==> src/rtl/risc_core_pkg.sv <==
`timescale 1ns/1ps
package risc_core_pkg;
    localparam int XLEN      = 32;
    localparam int NREGS     = 32;
    localparam int REG_AW    = $clog2(NREGS);
    localparam int BYTE_W    = 8;
    localparam int WORD_BYTES = XLEN / BYTE_W;
    localparam int IMM_W     = 16;
    localparam int TGT_W     = 26;
    localparam int SHAMT_W   = 5;

    localparam logic [5:0] OP_RTYPE = 6'd0;
    localparam logic [5:0] OP_JUMP  = 6'd2;
    localparam logic [5:0] OP_ADDIU = 6'd9;
    localparam logic [5:0] FN_SLL   = 6'd0;
    localparam logic [5:0] FN_SRA   = 6'd3;
    localparam logic [5:0] FN_XOR   = 6'd38;

    typedef enum logic [2:0] {
        S_CLEAR, S_FETCH, S_DECODE, S_SLL, S_SRA, S_XOR, S_ADDIU, S_JUMP
    } core_state_t;

    typedef struct packed {
        logic [5:0]         opcode;
        logic [REG_AW-1:0]  rs;
        logic [REG_AW-1:0]  rt;
        logic [REG_AW-1:0]  rd;
        logic [SHAMT_W-1:0] shamt;
        logic [5:0]         funct;
    } instr_t;

    typedef struct packed {
        logic              wen;
        logic [REG_AW-1:0] waddr;
        logic [XLEN-1:0]   wdata;
    } wb_t;

    function automatic logic [XLEN-1:0] sext_imm(input logic [IMM_W-1:0] imm);
        return {{(XLEN-IMM_W){imm[IMM_W-1]}}, imm};
    endfunction

    function automatic logic [XLEN-1:0] jump_dest(input logic [XLEN-1:0] pc_next,
                                                  input logic [TGT_W-1:0] tgt);
        return {pc_next[XLEN-1:TGT_W+2], tgt, 2'b00};
    endfunction

    function automatic core_state_t decode_next(input instr_t ins);
        core_state_t nxt;
        nxt = S_FETCH;
        unique case (ins.opcode)
            OP_RTYPE: begin
                if (ins.funct == FN_SLL)      nxt = S_SLL;
                else if (ins.funct == FN_SRA) nxt = S_SRA;
                else if (ins.funct == FN_XOR) nxt = S_XOR;
            end
            OP_JUMP:  nxt = S_JUMP;
            OP_ADDIU: nxt = S_ADDIU;
            default:  nxt = S_FETCH;
        endcase
        return nxt;
    endfunction
endpackage

==> src/rtl/gpr_file.sv <==
`timescale 1ns/1ps
module gpr_file
    import risc_core_pkg::*;
(
    input  logic              clk,
    input  logic              rst,
    input  wb_t               wb,
    input  logic [REG_AW-1:0] ra_addr,
    output logic [XLEN-1:0]   ra_data,
    input  logic [REG_AW-1:0] rb_addr,
    output logic [XLEN-1:0]   rb_data,
    input  logic [REG_AW-1:0] rc_addr,
    output logic [XLEN-1:0]   rc_data
);
    logic [XLEN-1:0] regs_q [NREGS];

    // index 0 is never written and always reads as zero
    always_ff @(posedge clk) begin
        if (rst) begin
            for (int i = 0; i < NREGS; i++) regs_q[i] <= '0;
        end else if (wb.wen && wb.waddr != '0) begin
            regs_q[wb.waddr] <= wb.wdata;
        end
    end

    always_comb begin
        ra_data = (ra_addr == '0) ? '0 : regs_q[ra_addr];
        rb_data = (rb_addr == '0) ? '0 : regs_q[rb_addr];
        rc_data = (rc_addr == '0) ? '0 : regs_q[rc_addr];
    end
endmodule

==> src/rtl/exec_unit.sv <==
`timescale 1ns/1ps
module exec_unit
    import risc_core_pkg::*;
(
    input  core_state_t     state,
    input  logic [XLEN-1:0] ir,
    input  logic [XLEN-1:0] rs_val,
    input  logic [XLEN-1:0] rt_val,
    output wb_t             wb
);
    instr_t ins;
    assign ins = instr_t'(ir);

    always_comb begin
        wb = '0;
        unique case (state)
            S_SLL: begin
                wb.wen   = 1'b1;
                wb.waddr = ins.rd;
                wb.wdata = rt_val << ins.shamt;
            end
            S_SRA: begin
                wb.wen   = 1'b1;
                wb.waddr = ins.rd;
                wb.wdata = $signed(rt_val) >>> ins.shamt;
            end
            S_XOR: begin
                wb.wen   = 1'b1;
                wb.waddr = ins.rd;
                wb.wdata = rs_val ^ rt_val;
            end
            S_ADDIU: begin
                wb.wen   = 1'b1;
                wb.waddr = ins.rt;
                wb.wdata = rs_val + sext_imm(ir[IMM_W-1:0]);
            end
            default: wb = '0;
        endcase
    end
endmodule

==> src/rtl/asm_ctrl.sv <==
`timescale 1ns/1ps
module asm_ctrl
    import risc_core_pkg::*;
(
    input  logic            clk,
    input  logic            rst,
    input  logic [XLEN-1:0] rom_word,
    output core_state_t     state,
    output logic [XLEN-1:0] pc,
    output logic [XLEN-1:0] ir
);
    always_ff @(posedge clk) begin
        if (rst) begin
            state <= S_CLEAR;
            pc    <= '0;
            ir    <= '0;
        end else begin
            unique case (state)
                S_CLEAR: begin
                    pc    <= '0;
                    state <= S_FETCH;
                end
                S_FETCH: begin
                    ir    <= rom_word;
                    pc    <= pc + XLEN'(WORD_BYTES);
                    state <= S_DECODE;
                end
                S_DECODE: state <= decode_next(instr_t'(ir));
                S_JUMP: begin
                    pc    <= jump_dest(pc, ir[TGT_W-1:0]);
                    state <= S_FETCH;
                end
                default: state <= S_FETCH;
            endcase
        end
    end

    a_r2_clear_to_fetch: assert property (@(posedge clk) disable iff (rst)
        state == S_CLEAR |=> state == S_FETCH);
    a_r2_fetch_to_decode: assert property (@(posedge clk) disable iff (rst)
        state == S_FETCH |=> state == S_DECODE);
    a_r2_exec_returns: assert property (@(posedge clk) disable iff (rst)
        (state inside {S_SLL, S_SRA, S_XOR, S_ADDIU, S_JUMP}) |=> state == S_FETCH);
    a_r4_pc_step: assert property (@(posedge clk) disable iff (rst)
        state == S_FETCH |=> pc == $past(pc) + 32'd4);
    a_r9_jump_dest: assert property (@(posedge clk) disable iff (rst)
        state == S_JUMP |=> pc == {$past(pc[31:28]), $past(ir[25:0]), 2'b00});
    a_r11_unknown_noop: assert property (@(posedge clk) disable iff (rst)
        (state == S_DECODE && !(ir[31:26] == 6'd2 || ir[31:26] == 6'd9 ||
         (ir[31:26] == 6'd0 && (ir[5:0] == 6'd0 || ir[5:0] == 6'd3 || ir[5:0] == 6'd38))))
        |=> (state == S_FETCH && $stable(pc)));
endmodule

==> src/rtl/asm_risc_core.sv <==
`timescale 1ns/1ps
module asm_risc_core
    import risc_core_pkg::*;
(
    input  logic        clk,
    input  logic        rst,
    output logic [31:0] rom_addr,
    input  logic [31:0] rom_data,
    input  logic [4:0]  dbg_addr,
    output logic [31:0] dbg_data
);
    core_state_t     state;
    logic [XLEN-1:0] pc, ir, rs_val, rt_val;
    wb_t             wb;
    instr_t          ins;

    assign ins      = instr_t'(ir);
    assign rom_addr = pc;

    asm_ctrl u_ctrl (
        .clk(clk), .rst(rst), .rom_word(rom_data),
        .state(state), .pc(pc), .ir(ir)
    );

    gpr_file u_gpr (
        .clk(clk), .rst(rst), .wb(wb),
        .ra_addr(ins.rs), .ra_data(rs_val),
        .rb_addr(ins.rt), .rb_data(rt_val),
        .rc_addr(dbg_addr), .rc_data(dbg_data)
    );

    exec_unit u_exec (
        .state(state), .ir(ir), .rs_val(rs_val), .rt_val(rt_val), .wb(wb)
    );
endmodule

==> config.mk <==
export PLATFORM = sky130hd
export DESIGN_NAME = asm_risc_core
export DESIGN_NICKNAME = d
export VERILOG_FILES = /design/src/rtl/risc_core_pkg.sv /design/src/rtl/gpr_file.sv /design/src/rtl/exec_unit.sv /design/src/rtl/asm_ctrl.sv /design/src/rtl/asm_risc_core.sv
export SDC_FILE = /design/constraint.sdc
export NUM_CORES = 2
export LEC_CHECK = 0
export BUFFER_PORTS_ARGS = -buffer_cell sky130_fd_sc_hd__buf_2
export CORE_MARGIN = 2
export CORE_UTILIZATION = 30
export DETAILED_ROUTE_END_ITERATION = 6
export HOLD_SLACK_MARGIN = 0.03
export PLACE_DENSITY = 0.55
export SLEW_MARGIN = 30
export SYNTH_ARGS = -nofsm -noshare
export SYNTH_HDL_FRONTEND = slang
export SYNTH_SLANG_ARGS = --single-unit
==> constraint.sdc <==
create_clock -name clk -period 8.6 [get_ports clk]
set_input_delay 0.43 -clock clk [delete_from_list [all_inputs] [get_ports clk]]
set_output_delay 0.43 -clock clk [all_outputs]
set_load 0.005 [all_outputs]
After elaboration in Yosys (flattened, before gate mapping). Memory sizes are Yosys's and may differ from the RTL's. A register that Yosys moved wholly into a read port is not among the register bits. Index checks and enable logic that the tools add are counted. Widths: inputs -> output; s select.

Bits in registers: 67. Bits in writable memories: 1024. Input bits: 39. Output and inout bits: 64. Word-level logic and storage cells: 56. Memories kept: 1.

Add/subtract/negate cells: 2. Eq/ne operators: 11. Shift operators: 2. Muxes and demuxes: 22. Bitwise logic cells: 2. Reduce and logical (&&, ||, !) cells: 12.

Memories: u_gpr.regs_q (words 32, width 32, read ports 3, clocked after memory_dff 2, write ports 32, RTL line gpr_file.sv:15) `logic [XLEN-1:0] regs_q [NREGS];`.

Operators with widths (number): $pmux 38 s4 (1); $mux 32 (4); $pmux 32 s3 (1); $add 32x3->32 const B (1); $add 32x32->32 (1); $reduce_or 32->1 (1); $shl 32x5->32 (1); $sshr 32x5->32 (1); $xor 32x32->32 (1); $mux 5 (5); $logic_not 5->1 (3); $eq 3x3->1 const B (4); $eq 6x2->1 const B (2); $logic_not 6->1 (2); $mux 3 (3); $pmux 3 s3 (1); $eq 3x2->1 const B (2); $eq 6x4->1 const B (1); $eq 6x6->1 const B (1); $mux 1 (6); $pmux 3 s2 (1); $reduce_bool 5->1 (1); $eq 3x1->1 const B (1); $logic_not 3->1 (1); 5 further kinds (5).

Logic depth before layout (Yosys ltp).
Depth in word-level cells: 11. Depth in mapped cells: 21. Gate-level depth less buffers: 16.

Hierarchy. From an unflattened synthesis, not the netlist that was laid out.

Cells, all modules: 5561. Area, all modules: 72554.6 µm².

By module, submodules not included: gpr_file (times used 1, cells each 4255, area each 62645.1 µm², sequential area each 30749.5 µm²); exec_unit (times used 1, cells each 885, area each 6652.6 µm², sequential area each 0.0 µm²); asm_ctrl (times used 1, cells each 421, area each 3256.9 µm², sequential area each 1301.2 µm²).

Worst setup path after synthesis. OpenSTA, ideal clock, no wires.

Kind: reg-to-reg. Start point: reg with a tool-made name. End point: mem u_gpr.regs_q[10][30] (data pin). Setup time: 0.271 ns. Arrival: 5.339 ns. Required time: 8.329 ns. Setup slack: 2.990 ns. Cell stages (with the launch flop): 22. Buffers on the path: 5. Period minus slack after synthesis: 5.610 ns. Path through: dfxtp_1 > buf_2 > buf_2 > buf_2 > buf_2 > mux4_2 > mux4_2 > mux2i_1 > nor2_1 > ha_1 > inv_1 > fa_1 > nand2b_1 > a211oi_1 > nor4_1 > o211ai_1 > a221oi_1 > nor2_1 > a31oi_1 > mux2i_1 > clkbuf_1 > a21oi_1.

RTL lines (RTL line): to (decl) (gpr_file.sv:15).

==> results.md <==
- The number of buffers on the longest clock path is 3.
- The maximum number of pins on one net before global-route repair is around 110.
- The number of failing hold endpoints at the final stage was 0.
- The first-pass GRT wire length is 509 mm.
- The routed design has approximately 380 mm of wire.
- Setup repair after global routing left no endpoint under its margin.
- The die outline width is 493 microns.
- In this run the worst path has a maximum fanout of 45.
- The number of clock sinks seen by CTS is 1099.
- The boundary pin count is roughly 100.
- The core box area is ~240000 sq um.
- The ratio of total power to cell area is approximately 190 nW/um^2.
- The via count of the first global-routing pass is approximately 57000.
- By area the synthesized netlist is led by sky130_fd_sc_hd__edfxtp_1 (43%), sky130_fd_sc_hd__mux4_2 (25%), sky130_fd_sc_hd__mux2i_1 (4.2%).
- The clock-pin slew of the registers on the worst-case setup and hold paths is 60 ps.
- Walking the worst path, the cells encountered are buf_4 -> mux4_2 -> mux4_2 -> mux2i_1 -> nor2_1 -> ha_1 -> a21oi_1 -> o211ai_1 -> nor4_1 -> o211ai_1 -> a221oi_1 -> nor2_1 -> a31oi_1 -> mux2i_2 -> buf_4 -> a21oi_1.
- The part of the Yosys area used for sequential elements is 0.450.
- The longest individual stage delay on the worst path is between 800 and 900 ps.
- The start-to-end type of the worst setup path is flop to flop.
- The cell type of the slowest stage on the worst timing path is sky130_fd_sc_hd__dfxtp_4.
- The number of DRC violations after detailed routing is 0.
- The number of DRC markers in iteration 0 is 11300.
- In the global route stage, overall resource usage came out at 0.307.
- The overflow left after global routing is 0.
- The area overhead of the layout relative to synthesis is 14.2%.
- Counting flops with an async set or reset pin after synthesis yields a share of 0.
- The number of standard cells in the final layout excluding fillers is approximately 8800.
- The count of input and output buffers is 100.
- In the final layout, the multi-input gates occupy approximately 37000 sq um.
- The peak supply drop is about 0.15 mV.
- The leakage power total is about 25 nW.
- The clock insertion delay at the later pin of the skew report is 840 ps.
- Clock skew on the completed layout was measured at 46.4 ps.
- The dominant cell type by area after synthesis is sky130_fd_sc_hd__edfxtp_1.
- The path class of the lowest-slack min-delay path is primary input to flop.
- Counting I/O delays and the setup requirement, the final critical path takes between 7000 and 8000 ps.
- The post-route antenna net violation count is 0.
- Summed over all failing endpoints, the final setup total negative slack is 0 ps.
- By count the netlist is led by sky130_fd_sc_hd__edfxtp_1 (1024), sky130_fd_sc_hd__mux4_2 (780), sky130_fd_sc_hd__nor2_1 (612), sky130_fd_sc_hd__a21oi_1 (551), sky130_fd_sc_hd__clkbuf_1 (388).
- The run finished with clean final reports.
- Setup violations remaining at the end of the flow were counted as 0.
- The cell count of the worst reg-to-reg path is 16.
- The final-report max-slew violation count is 0.
- In the final layout, the share of cells above drive strength 1 is 0.293.
- The sum of buffers and inverters on the critical path is 2.
- For the pin with the worst max-slew slack, the measured transition is between 1000 and 1500 ps.
- Averaged over all synthesized cells, the footprint is around 13 sq um.
- The effective utilization at floorplan is 0.302.
- The floorplan row count is approximately 180.
- After synthesis the cells add up to between 70000 and 80000 sq um.
- The reported max-cap violation count is 0.
- The number of library cell types mapped by synthesis is 100.
- Clock tree synthesis inserted a total of around 130 buffers.
- The number of gates resized after CTS was 0.
- The number of flops mapped to enable cells by yosys is 1024.
- In this run the critical register-to-register path is captured at u_gpr.regs_q[21][30]$_SDFFCE_PN0P_.
- After legalization and detailed placement, the total HPWL measured approximately 250 mm.
- In this run, placement finished with an instance count of between 8000 and 9000.
- Yosys instantiated no cell more often than sky130_fd_sc_hd__edfxtp_1.
- In the routed layout, each cell is associated on average with a via count of about 6.9.
- For this run, the leading register cell type out of synthesis is sky130_fd_sc_hd__edfxtp_1.
- The finished cells cover 81800 sq um.
- Dividing the detail-routed wire length by the instance count gives between 40 and 50 microns.
- The reg-to-reg setup timing slack is between 1000 and 1500 ps.
- The clock tree root driver cell is sky130_fd_sc_hd__clkbuf_16.
- The cell family contributing the most delay on the critical path is compound AO/OA/AOI/OAI gates.
- STA puts the critical path data required time at between 9000 and 10000 ps.
- After filler insertion, the fill cell instance count of the layout stands at ~23000.
- The cell depth of the worst hold path is 3.
- The routed via count is 61300.
- The weighted congestion reported at the end of routability-driven placement is 1.10.
- The first detailed-routing pass ran for 6 iterations.
- The startpoint class of the critical path is a flop.
- Yosys printed 0 warnings.
- Derived from the worst setup path, the maximum achievable clock frequency is roughly 0.14 GHz.
- The startpoint of the lowest-slack hold path is rom_data[21].
- Once placement finished, the instance area stood at approximately 77000 sq um.
- The H-tree was split into 4 levels.
- The register area is 32300 sq um.
- The initial antenna violation count came to 35.
- The net count reported at finish is 5632.
- The category of the worst setup path capture point is a flop.
- The CTS tree is built.
- In this run the tightest slew margin relative to its limit is 0.224.
- STA puts the critical path data arrival time at a little under 8000 ps.
- The die covers about 240000 sq um.
- Of the post-synthesis cell area, the dominant cell type holds 0.429.
- The path with the worst hold slack has its endpoint at u_ctrl.ir[21]$_SDFFE_PP0P_.
- Counting every instance in the synthesized netlist gives about 5600.
- The flip-flop and latch count after synthesis is 1099.
- The part of the cycle the worst path needs is 0.839.
- The die outline height is just under 500 microns.
-- state kept, by name, indices dropped and copies added (netlist names), named ones only --
| register | count |
|---|---|
| u_ctrl.state | 3 |
| u_ctrl.ir | 32 |
| u_ctrl.pc | 30 |
| u_gpr.regs_q | 1024 |
-- worst register-to-register path, cell delays in order, from the launching register on --
cell and delay (ps):
sky130_fd_sc_hd__dfxtp_4 860, sky130_fd_sc_hd__buf_4 630, sky130_fd_sc_hd__mux4_2 420, sky130_fd_sc_hd__mux4_2 470
sky130_fd_sc_hd__mux2i_1 530, sky130_fd_sc_hd__nor2_1 170, sky130_fd_sc_hd__ha_1 360, sky130_fd_sc_hd__a21oi_1 260
sky130_fd_sc_hd__o211ai_1 170, sky130_fd_sc_hd__nor4_1 830, sky130_fd_sc_hd__o211ai_1 450, sky130_fd_sc_hd__a221oi_1 600
sky130_fd_sc_hd__nor2_1 160, sky130_fd_sc_hd__a31oi_1 280, sky130_fd_sc_hd__mux2i_2 250, sky130_fd_sc_hd__buf_4 350
sky130_fd_sc_hd__a21oi_1 150
-- worst max-delay path by stage --
stage / depth (start not counted) / end / from / slack, ps
after floorplan: 21 / u_gpr.regs_q[10][30]$_SDFFCE_PN0P_ / flop / 2990
after global placement: 16 / u_gpr.regs_q[22][27]$_SDFFCE_PN0P_ / flop / 1460
after detailed placement: 16 / u_gpr.regs_q[21][30]$_SDFFCE_PN0P_ / flop / 1660
after CTS: 16 / u_gpr.regs_q[1][30]$_SDFFCE_PN0P_ / flop / 1630
after global routing: 16 / u_gpr.regs_q[11][30]$_SDFFCE_PN0P_ / flop / 1330
final: 16 / u_gpr.regs_q[21][30]$_SDFFCE_PN0P_ / flop / 1380
-- cells in the final DEF (no fill, tap or decap), types with 19 or more instances in the layout --
| cell | instances |
|---|---|
| sky130_fd_sc_hd__or3_1 | 20 |
| sky130_fd_sc_hd__mux4_2 | 780 |
| sky130_fd_sc_hd__clkinv_1 | 33 |
| sky130_fd_sc_hd__mux2i_1 | 291 |
| sky130_fd_sc_hd__a21oi_1 | 549 |
| sky130_fd_sc_hd__buf_4 | 257 |
| sky130_fd_sc_hd__mux2_2 | 26 |
| sky130_fd_sc_hd__nand2_1 | 210 |
| sky130_fd_sc_hd__xor2_1 | 21 |
| sky130_fd_sc_hd__nand3_1 | 69 |
| sky130_fd_sc_hd__nor2_2 | 32 |
| sky130_fd_sc_hd__a221oi_1 | 20 |
| sky130_fd_sc_hd__a31oi_1 | 151 |
| sky130_fd_sc_hd__diode_2 | 19 |
| sky130_fd_sc_hd__a22o_1 | 59 |
| sky130_fd_sc_hd__o22ai_1 | 77 |
| sky130_fd_sc_hd__buf_12 | 26 |
| sky130_fd_sc_hd__inv_1 | 27 |
| sky130_fd_sc_hd__o211ai_1 | 27 |
| sky130_fd_sc_hd__a21oi_2 | 32 |
| sky130_fd_sc_hd__buf_2 | 94 |
| sky130_fd_sc_hd__dlygate4sd3_1 | 30 |
| sky130_fd_sc_hd__edfxtp_1 | 1024 |
| sky130_fd_sc_hd__o221ai_1 | 28 |
| sky130_fd_sc_hd__nor2_1 | 603 |
| sky130_fd_sc_hd__o31ai_1 | 22 |
| sky130_fd_sc_hd__xnor2_1 | 35 |
| sky130_fd_sc_hd__and3_1 | 28 |
| sky130_fd_sc_hd__clkinv_2 | 20 |
| sky130_fd_sc_hd__nor3_1 | 73 |
| sky130_fd_sc_hd__a22oi_1 | 106 |
| sky130_fd_sc_hd__nand2_2 | 36 |
| sky130_fd_sc_hd__nor4_1 | 21 |
| sky130_fd_sc_hd__dfxtp_1 | 61 |
| sky130_fd_sc_hd__clkbuf_16 | 134 |
| sky130_fd_sc_hd__ha_1 | 35 |
| sky130_fd_sc_hd__o21ai_0 | 91 |
| sky130_fd_sc_hd__conb_1 | 34 |
| sky130_fd_sc_hd__a211oi_1 | 39 |
| sky130_fd_sc_hd__nand2b_4 | 31 |
-- final cells by class --
| cell class | count | area share |
|---|---|---|
| Clock inverter | 83 | 0.00896 |
| Timing Repair Buffer | 431 | 0.0457 |
| Tap cell | 3167 | 0.0484 |
| Clock buffer | 154 | 0.0421 |
| Multi-Input combinational cell | 3863 | 0.458 |
| Antenna cell | 19 | 0.000581 |
| Inverter | 31 | 0.00142 |
| Sequential cell | 1099 | 0.395 |
-- logic make-up (layout without fill, tap and decap cells) --
logic type	after synthesis	count (layout)	share of synthesized area
and+or+nand+nor	1272	1272	0.0808
buffers and inverters	659	699	0.0409
AOI/OAI and AO/OA	1351	1351	0.121
xor gates and xnor gates	56	56	0.00684
other	1	53	0.0000523
DFF	1099	1099	0.450
adders and majority gates	36	36	0.00639
muxes	1114	1114	0.294
-- where the power goes --
group          switching (mW)  internal [mW]  total, mW
combinational            2.27           1.21       3.47
sequential              0.237           6.03       6.26
clock                    2.43           3.15       5.59
total                    4.94           10.4       15.3
-- repair_timing --
action / 4_1_cts / 5_1_grt
setup endpoints to repair: 0 / 0
buffers inserted: 0 / 0
hold buffers: 30 / 0
endpoints found under the hold margin: 37 / 0
-- metrics by stage --
| step | setup slack (ps) | utilization | hold slack, ps | total power [mW] |
|---|---|---|---|---|
| after floorplan | 2990 | - | 431 | 8.16 |
| after CTS | 1630 | 0.344 | 42.1 | 15.2 |
| final | 1380 | 0.344 | 108 | 15.3 |
| after global routing | 1330 | 0.344 | 74.9 | 15.6 |
| after global placement | 1460 | 0.322 | 444 | 9.63 |
| after detailed placement | 1660 | 0.325 | 448 | 9.66 |
-- routing by layer --
metal | track usage | wire (microns) | vias to the layer above
li1 | - | - | 22500
met1 | 0.402 | 139000 | 31300
met2 | 0.427 | 157000 | 6142
met3 | 0.113 | 58900 | 1281
met4 | 0.195 | 29100 | 16
met5 | 0 | 105 | -
No activity file was read; power rests on OpenSTA's default activity.
